## config.mk

```make
export PLATFORM = sky130hd
export DESIGN_NAME = pll_reg_port
export DESIGN_NICKNAME = d
export VERILOG_FILES = /design/src/rtl/pllrp_pkg.sv /design/src/rtl/pllrp_seq.sv /design/src/rtl/pllrp_bank.sv /design/src/rtl/pllrp_clksel.sv /design/src/rtl/pll_reg_port.sv
export SDC_FILE = /design/constraint.sdc
export NUM_CORES = 1
export LEC_CHECK = 0
export ABC_AREA = 1
export BUFFER_PORTS_ARGS = -buffer_cell sky130_fd_sc_hd__buf_2
export CAP_MARGIN = 20
export CORE_UTILIZATION = 50
export DETAILED_ROUTE_END_ITERATION = 7
export GPL_ROUTABILITY_DRIVEN = 0
export GPL_TIMING_DRIVEN = 0
export PLACE_DENSITY = 0.81
export SLEW_MARGIN = 20
export SYNTH_ARGS = -nofsm -noshare
export SYNTH_HDL_FRONTEND = slang
export SYNTH_SLANG_ARGS = --single-unit
```

## constraint.sdc

```tcl
create_clock -name clk -period 4.5 [get_ports clk]
set_input_delay 0.9 -clock clk [delete_from_list [all_inputs] [get_ports clk]]
set_output_delay 0.9 -clock clk [all_outputs]
set_load 0.02 [all_outputs]
```

## src/rtl/pllrp_pkg.sv

```systemverilog
package pllrp_pkg;
    localparam int BYTE_W  = 8;
    localparam int IDX_LSB = 2;
    localparam int IDX_W   = BYTE_W - IDX_LSB;
    localparam int EN_BIT  = 1;
    localparam int STB_BIT = 7;
    localparam int EXT_LSB = 4;

    localparam int IDX_GEN  = 0;
    localparam int IDX_VCTL = 1;
    localparam int IDX_REF  = 2;
    localparam int IDX_MFB  = 3;
    localparam int IDX_POST = 4;
    localparam int IDX_EXT  = 5;

    typedef enum logic [1:0] {
        PORT_ADDR = 2'd0,
        PORT_DATA = 2'd1,
        PORT_CLK  = 2'd2,
        PORT_NONE = 2'd3
    } port_e;

    typedef enum logic [1:0] {
        ST_LOCKED = 2'd0,
        ST_OPEN   = 2'd1,
        ST_DONE   = 2'd2
    } acc_state_e;
endpackage

```

## src/rtl/pllrp_seq.sv

```systemverilog
module pllrp_seq
    import pllrp_pkg::*;
(
    input  logic             clk,
    input  logic             rst_n,
    input  logic             addr_wr,
    input  logic             data_wr,
    input  logic [IDX_W-1:0] new_idx,
    input  logic             new_en,
    output logic [IDX_W-1:0] cur_idx,
    output logic             cur_en,
    output logic             commit
);
    acc_state_e state, nxt;

    always_comb begin
        nxt = state;
        unique case (state)
            ST_LOCKED: if (addr_wr && new_en) nxt = ST_OPEN;
            ST_OPEN: begin
                if (addr_wr)      nxt = new_en ? ST_OPEN : ST_LOCKED;
                else if (data_wr) nxt = ST_DONE;
            end
            ST_DONE: if (addr_wr) nxt = new_en ? ST_OPEN : ST_LOCKED;
            default: nxt = ST_LOCKED;
        endcase
    end

    always_ff @(posedge clk or negedge rst_n) begin
        if (!rst_n) begin
            state   <= ST_LOCKED;
            cur_idx <= '0;
        end else begin
            state <= nxt;
            if (addr_wr) cur_idx <= new_idx;
        end
    end

    always_comb begin
        cur_en = (state != ST_LOCKED);
        commit = data_wr && (state != ST_LOCKED);
    end

    p_arm_r2: assert property (@(posedge clk) disable iff (!rst_n)
        (addr_wr && new_en) |=> (state == ST_OPEN));
    p_lock_r10: assert property (@(posedge clk) disable iff (!rst_n)
        (addr_wr && !new_en) |=> (state == ST_LOCKED && !commit));
    p_stay_open_r10: assert property (@(posedge clk) disable iff (!rst_n)
        (data_wr && !addr_wr && state != ST_LOCKED) |=> (state == ST_DONE));
endmodule

```

## src/rtl/pllrp_bank.sv

```systemverilog
module pllrp_bank
    import pllrp_pkg::*;
#(
    parameter int                NUM_CLK  = 4,
    parameter int                FB_BASE  = 6,
    parameter logic [BYTE_W-1:0] GEN_RST  = 8'h00,
    parameter logic [BYTE_W-1:0] VCLK_RST = 8'h00,
    localparam int               NUM_REGS = FB_BASE + NUM_CLK
)(
    input  logic                             clk,
    input  logic                             rst_n,
    input  logic                             commit,
    input  logic [IDX_W-1:0]                 idx,
    input  logic [BYTE_W-1:0]                wdata,
    output logic [BYTE_W-1:0]                rd_val,
    output logic [NUM_REGS-1:0][BYTE_W-1:0]  regs
);
    for (genvar i = 0; i < NUM_REGS; i++) begin : g_reg
        localparam logic [BYTE_W-1:0] RV =
            (i == IDX_GEN)  ? GEN_RST  :
            (i == IDX_VCTL) ? VCLK_RST : '0;
        always_ff @(posedge clk or negedge rst_n) begin
            if (!rst_n)
                regs[i] <= RV;
            else if (commit && idx == IDX_W'(i))
                regs[i] <= wdata;
        end
    end

    always_comb begin
        rd_val = '0;
        for (int i = 0; i < NUM_REGS; i++)
            if (idx == IDX_W'(i)) rd_val = regs[i];
    end

    p_hold_r3: assert property (@(posedge clk) disable iff (!rst_n)
        !commit |=> $stable(regs));
    p_oob_r5: assert property (@(posedge clk) disable iff (!rst_n)
        (commit && idx >= IDX_W'(NUM_REGS)) |=> $stable(regs));
endmodule

```

## src/rtl/pllrp_clksel.sv

```systemverilog
module pllrp_clksel
    import pllrp_pkg::*;
#(
    parameter int  NUM_CLK = 4,
    localparam int CLK_W   = (NUM_CLK > 1) ? $clog2(NUM_CLK) : 1
)(
    input  logic                            clk,
    input  logic                            rst_n,
    input  logic                            sel_wr,
    input  logic                            sel_stb,
    input  logic [CLK_W-1:0]                sel_num,
    input  logic [2*NUM_CLK-1:0]            post_reg,
    input  logic [NUM_CLK-1:0]              ext_bits,
    input  logic [NUM_CLK-1:0][BYTE_W-1:0]  fb_regs,
    output logic [CLK_W-1:0]                act,
    output logic [2:0]                      act_post,
    output logic [BYTE_W-1:0]               act_fb
);
    always_ff @(posedge clk or negedge rst_n) begin
        if (!rst_n)                act <= '0;
        else if (sel_wr && sel_stb) act <= sel_num;
    end

    always_comb begin
        act_post = {ext_bits[act], post_reg[2*act +: 2]};
        act_fb   = fb_regs[act];
    end

    p_nostrobe_r9: assert property (@(posedge clk) disable iff (!rst_n)
        (sel_wr && !sel_stb) |=> $stable(act));
endmodule

```

## src/rtl/pll_reg_port.sv

```systemverilog
module pll_reg_port
    import pllrp_pkg::*;
#(
    parameter int                NUM_CLK  = 4,
    parameter int                FB_BASE  = 6,
    parameter logic [BYTE_W-1:0] GEN_RST  = 8'h00,
    parameter logic [BYTE_W-1:0] VCLK_RST = 8'h00,
    localparam int               CLK_W    = (NUM_CLK > 1) ? $clog2(NUM_CLK) : 1,
    localparam int               NUM_REGS = FB_BASE + NUM_CLK
)(
    input  logic              clk,
    input  logic              rst_n,
    input  logic [1:0]        host_sel,
    input  logic              host_wr,
    input  logic              host_rd,
    input  logic [BYTE_W-1:0] host_wdata,
    output logic [BYTE_W-1:0] host_rdata,
    output logic [CLK_W-1:0]  act_clk,
    output logic [2:0]        act_post,
    output logic [BYTE_W-1:0] act_fbdiv,
    output logic [BYTE_W-1:0] gen_ctl,
    output logic [BYTE_W-1:0] vclk_ctl,
    output logic [BYTE_W-1:0] ref_div,
    output logic [BYTE_W-1:0] mem_fbdiv,
    output logic [BYTE_W-1:0] ext_ctl
);
    port_e port;
    logic addr_wr, data_wr, clk_wr, commit, cur_en;
    logic [IDX_W-1:0]  cur_idx;
    logic [BYTE_W-1:0] bank_rd;
    logic [NUM_REGS-1:0][BYTE_W-1:0] regs;
    logic [NUM_CLK-1:0][BYTE_W-1:0]  fb_regs;

    always_comb begin
        port    = port_e'(host_sel);
        addr_wr = host_wr && port == PORT_ADDR;
        data_wr = host_wr && port == PORT_DATA;
        clk_wr  = host_wr && port == PORT_CLK;
    end

    pllrp_seq u_seq (
        .clk(clk), .rst_n(rst_n),
        .addr_wr(addr_wr), .data_wr(data_wr),
        .new_idx(host_wdata[BYTE_W-1:IDX_LSB]), .new_en(host_wdata[EN_BIT]),
        .cur_idx(cur_idx), .cur_en(cur_en), .commit(commit)
    );

    pllrp_bank #(
        .NUM_CLK(NUM_CLK), .FB_BASE(FB_BASE),
        .GEN_RST(GEN_RST), .VCLK_RST(VCLK_RST)
    ) u_bank (
        .clk(clk), .rst_n(rst_n), .commit(commit), .idx(cur_idx),
        .wdata(host_wdata), .rd_val(bank_rd), .regs(regs)
    );

    for (genvar n = 0; n < NUM_CLK; n++) begin : g_fb
        assign fb_regs[n] = regs[FB_BASE + n];
    end

    pllrp_clksel #(.NUM_CLK(NUM_CLK)) u_clksel (
        .clk(clk), .rst_n(rst_n),
        .sel_wr(clk_wr), .sel_stb(host_wdata[STB_BIT]),
        .sel_num(host_wdata[CLK_W-1:0]),
        .post_reg(regs[IDX_POST][2*NUM_CLK-1:0]),
        .ext_bits(regs[IDX_EXT][EXT_LSB +: NUM_CLK]),
        .fb_regs(fb_regs),
        .act(act_clk), .act_post(act_post), .act_fb(act_fbdiv)
    );

    always_ff @(posedge clk or negedge rst_n) begin
        if (!rst_n) host_rdata <= '0;
        else if (host_rd) begin
            unique case (port)
                PORT_ADDR: host_rdata <= {cur_idx, cur_en, 1'b0};
                PORT_DATA: host_rdata <= bank_rd;
                PORT_CLK:  host_rdata <= BYTE_W'(act_clk);
                default:   host_rdata <= '0;
            endcase
        end
    end

    always_comb begin
        gen_ctl   = regs[IDX_GEN];
        vclk_ctl  = regs[IDX_VCTL];
        ref_div   = regs[IDX_REF];
        mem_fbdiv = regs[IDX_MFB];
        ext_ctl   = regs[IDX_EXT];
    end

    p_rd_hold_r4: assert property (@(posedge clk) disable iff (!rst_n)
        !host_rd |=> $stable(host_rdata));
endmodule

```

---- Yosys cells after proc, flatten, opt, wreduce, memory -nomap -nowiden ----
Index checks and enable logic that the tools add are counted.
W data, S select, Z words.
cells by class
  $lt $le $gt $ge ......................... 1
  eq/ne operators ......................... 16
  shifts and indexed selects .............. 1
  mux-type cells .......................... 21
  reduce and logical (&&, ||, !) cells .... 21
operators with widths
  operator              number
  $mux W8               11
  $eq A6 B3 Y1 const B  4
  $pmux W8 S3           1
  $bmux W8 S2           1
  $logic_and A1 B1 Y1   16
  $eq A6 B2 Y1 const B  2
  $eq A6 B4 Y1 const B  2
  $mux W2               4
  $shiftx A8 B4 Y2      1
  $eq A6 B1 Y1 const B  1
  $logic_not A6 Y1      1
  $pmux W2 S3           1
  $eq A2 B1 Y1 const B  2
  $eq A2 B2 Y1 const B  2
  $logic_not A2 Y1      2
  $ne A2 B1 Y1 const B  2
  $lt A2 B3 Y1 const B  1
  $ne A3 B1 Y1 const B  1
  $reduce_and A3 Y1     1
  $bmux W1 S2           1
  $mux W1               2
  $reduce_bool A2 Y1    1
word-level totals
  register bits ........................... 98
  input bits .............................. 14

---- Longest topological paths before layout ----
  depth in word-level cells ............... 12
  gate-level depth with buffers ........... 15

---- By module ----
Synthesis repeated with hierarchy kept, for this count alone.
second synthesis, totals
  cells, all modules ...................... 686
  area, all modules ....................... 5128.7 um^2
by module, submodules not included
  module        instances  cells an instance  area an instance (um^2)  seq. area each (um^2)
  pllrp_bank    1          441                3737.3                   2001.9
  pllrp_clksel  1          136                591.8                    50.0
  pll_reg_port  1          67                 459.2                    200.2
  pllrp_seq     1          42                 340.3                    200.2

---- Worst setup path before layout ----
No wires, ideal clock.
  path kind ............................... register -> output
  from .................................... reg u_clksel.act[0]
  to ...................................... out act_fbdiv[0]
  arrival time ............................ 1324 ps
  path slack .............................. 2276 ps
  cell stages (with the launch flop) ...... 5
  buffers on the path ..................... 1
  cell sequence ........................... dfrtp_1 > inv_1 > clkbuf_1 > nor2_1 > o22ai_1
on the way
  word-level cells in the longest chain between the ends .. 2
RTL lines
  element                        line                RTL
  start: declaration             pllrp_clksel.sv:15  output logic [CLK_W-1:0] act,
  start signal: assignment       pllrp_clksel.sv:21  else if (sel_wr && sel_stb) act <= sel_num;
  $bmux W8 S2                    pllrp_clksel.sv:26  act_fb = fb_regs[act];
  $mux W8 (not written as such)  pllrp_clksel.sv:26
  end: declaration               pll_reg_port.sv:20  output logic [BYTE_W-1:0] act_fbdiv,
No other way between the ends. The select of a mux whose other input is x is not followed.

---- Final worst setup path ----
  from .................................... reg u_clksel.act[0]
  to ...................................... out act_post[0]
on the way
  word-level cells in the longest chain between the ends .. 1
RTL lines
  element           line                RTL
  $shiftx A8 B4 Y2  pllrp_clksel.sv:25  act_post = {ext_bits[act], post_reg[2*act +: 2]};
  end: declaration  pll_reg_port.sv:19  output logic [2:0] act_post,
No other way between the ends.

==> metrics.yaml <==
grt_usage: 0.277
r2r_start: "u_seq.cur_idx[1]$_DFFE_PN0P_"
relSlewSlack: 0.515
yosys-top-cells-area: "dfrtp_1, nand2_1, o21ai_0, buf_4, nor2_1"
muxShareOfSynthArea: 0
nets: 773
post_drt_wl_per_cell_um: 15.8
rrSetupSlack_ns: 2.41
tightest_slew_ns: 0.727
die_w_um: 104
antenna_found_initial: 0
cp_max_fo: 10
outcome: "finished, final reports clean"
power.leakage_nw: 3.07
clock-root-buffer: "clkbuf_8"
die_h_um: 104
ys_seq_area_frac: 0.475
start_util: 0.521
setup_tns_ns: 0
maxSlewViolCount: 0
setup_viol: 0
routed_wl_mm: 14.2
final_antenna_net_count: 0
synth_compound_area_frac: 0.138
fmax_mhz: 349
hold_viol_final: 0
post_cts_buffers: 0
clk_pin_slew_ns: 0.10
synth_warnings: 0
register_area_um2: 2450
syn-num-nets: 688
avgViaCountPerCell: 5.47
irDropWorstVdd_v: 0.000173
reg2reg_to: "host_rdata[3]$_DFFE_PN0P_"
syn-instance-count: 674
critPathRequiredTime_ns: 3.60
port-buffer-count: 73
yosys.area.top_type_share: 0.475
synth_top_family_by_area: "simple AND/OR/NAND/NOR gates"
ios: 75
clock_latency_ns: 0.38
period_needed_ns: 2.86
rows: 36
total_power_mw: 2.43
grt_setup_unrepaired: "false"
globalRoute.totalOverflow: 0
skew_ns: 0.0139
crit_path_end_kind: "output port"
cts_tree: "yes"
grt_pass1_wl_mm: 23.3
pwr_density_cell_nw_per_um2: 409
worstPathArrival_ns: 1.96
drc: 0
fin_crit_sh: 0.636
first_pass_iters: 5
final_cell_mix: "nand2_1, o21ai_0, dfrtp_1"
max_cap_viol_count: 0
cts_resized: 0
area_growth_pct: 15.3
htreeDepth: 3
synth_area_um2: 5160
whs_ns: 0.397
grt_start_max_net_pins: 63
dp_hpwl_mm: 10.2
n_antenna_cell: 0
fillers: 871
vias: 4910
dieArea_um2: 10700
final_core_util: 0.601
synth-xor-area-share: 0
drtIter0Drc: 447
ys_ff_latch: 98
final_cells: 897
synthAdderAreaFrac: 0
syn_area_per_cell_um2: 7.66
cts_inserted_buffers: 9
synth_top_cell_by_area: "dfrtp_1"
drive_above_1_share: 0.223
cts_buffer_depth: 2
multi_input_area_um2: 2120
grt_pass1_vias: 4686
ys_types: 28
reg2reg_depth: 13
placedCellCount: 881
cts_sinks: 98
synth-simple-area-share: 0.272
critical_path_class: "reg2out"
hold_path.class: "in2async"
startpoint_type: "flop"
coreArea_um2: 9910
ctsHoldBuffers: 0
final_common_cell: "nand2_1"
==> worst max-delay path by stage <==
stage                                           start                     endpoint  slack [ns]  depth (start not counted)
final                     u_clksel.act[0]$_DFFE_PN0P_                  act_post[0]        1.64                          4
after global routing      u_clksel.act[0]$_DFFE_PN0P_                  act_post[0]        1.52                          4
after CTS                 u_clksel.act[0]$_DFFE_PN0P_                  act_post[0]        1.67                          4
after detailed placement                  host_sel[0]  u_bank.regs[22]$_DFFE_PN0P_        1.97                          9
after global placement                          rst_n    host_rdata[2]$_DFFE_PN0P_        1.63                          1
after floorplan           u_clksel.act[0]$_DFFE_PN0P_                 act_fbdiv[0]        2.28                          4
==> logic make-up (layout without fill, tap and decap cells) <==
| group | after synthesis | count (layout) |
|---|---|---|
| simple gates | 326 | 326 |
| compound gates | 138 | 138 |
| buf+inv | 112 | 202 |
| flops | 98 | 98 |
==> per-layer routing <==
| metal | up-vias | GRT usage | share of wire |
|---|---|---|---|
| li1 | 2308 | - | - |
| met1 | 2291 | 0.365 | 0.41 |
| met2 | 260 | 0.422 | 0.46 |
| met3 | 51 | 0.0466 | 0.084 |
| met4 | 0 | 0.180 | 0.044 |
| met5 | - | 0 | 0 |
==> worst max-delay path: stages, from the launching register on <==
cell and delay (ns):
dfrtp_1 0.51, clkbuf_1 0.45, o21ai_0 0.17, o22ai_1 0.25, buf_2 0.21
==> synth_stat cells <==
library cell / number
a21oi_1: 11
dfrtp_1: 98
nor2_4: 7
buf_4: 40
nand2_2: 4
buf_2: 6
nand4_1: 16
a31o_2: 1
clkbuf_1: 19
nand3_4: 1
nand2_4: 2
buf_6: 2
nand3_1: 11
buf_1: 1
or2_2: 4
o31ai_1: 1
o21ai_0: 100
nor3_1: 1
inv_1: 35
nand2_1: 205
o22ai_1: 11
o21bai_1: 1
o21ai_1: 13
nor3_2: 1
inv_2: 9
nor2_2: 3
nor2_1: 66
or2_0: 5
==> stage by stage <==
stage | instance area (µm²) | setup WS (ns)
4_1_cts | 5950 | 1.67
3_5_place_dp | 5730 | 1.97
6_report | 5950 | 1.64
2_1_floorplan | 5160 | 2.28
5_1_grt | 5950 | 1.52
3_3_place_gp | 5700 | 1.63
==> layout make-up <==
cell class	instances	area share
Clock buffer	13	0.0300
Multi-Input combinational cell	464	0.356
Timing Repair Buffer	74	0.0670
Clock inverter	3	0.00756
Buffer	68	0.0719
Sequential cell	98	0.412
Tap cell	133	0.0279
Inverter	44	0.0277
==> power breakdown <==
| group | switching (mW) | total, mW | internal (mW) |
|---|---|---|---|
| logic | 0.439 | 0.698 | 0.259 |
| clock network | 0.312 | 0.630 | 0.318 |
| registers | 0.115 | 1.11 | 0.991 |
==> flip-flops by register name, indices dropped and copies added (netlist names) <==
register,flops
u_bank.regs,80
u_seq.state,2
u_seq.cur_idx,6
host_rdata,8
u_clksel.act,2
Power figures use the tool's default switching activity.
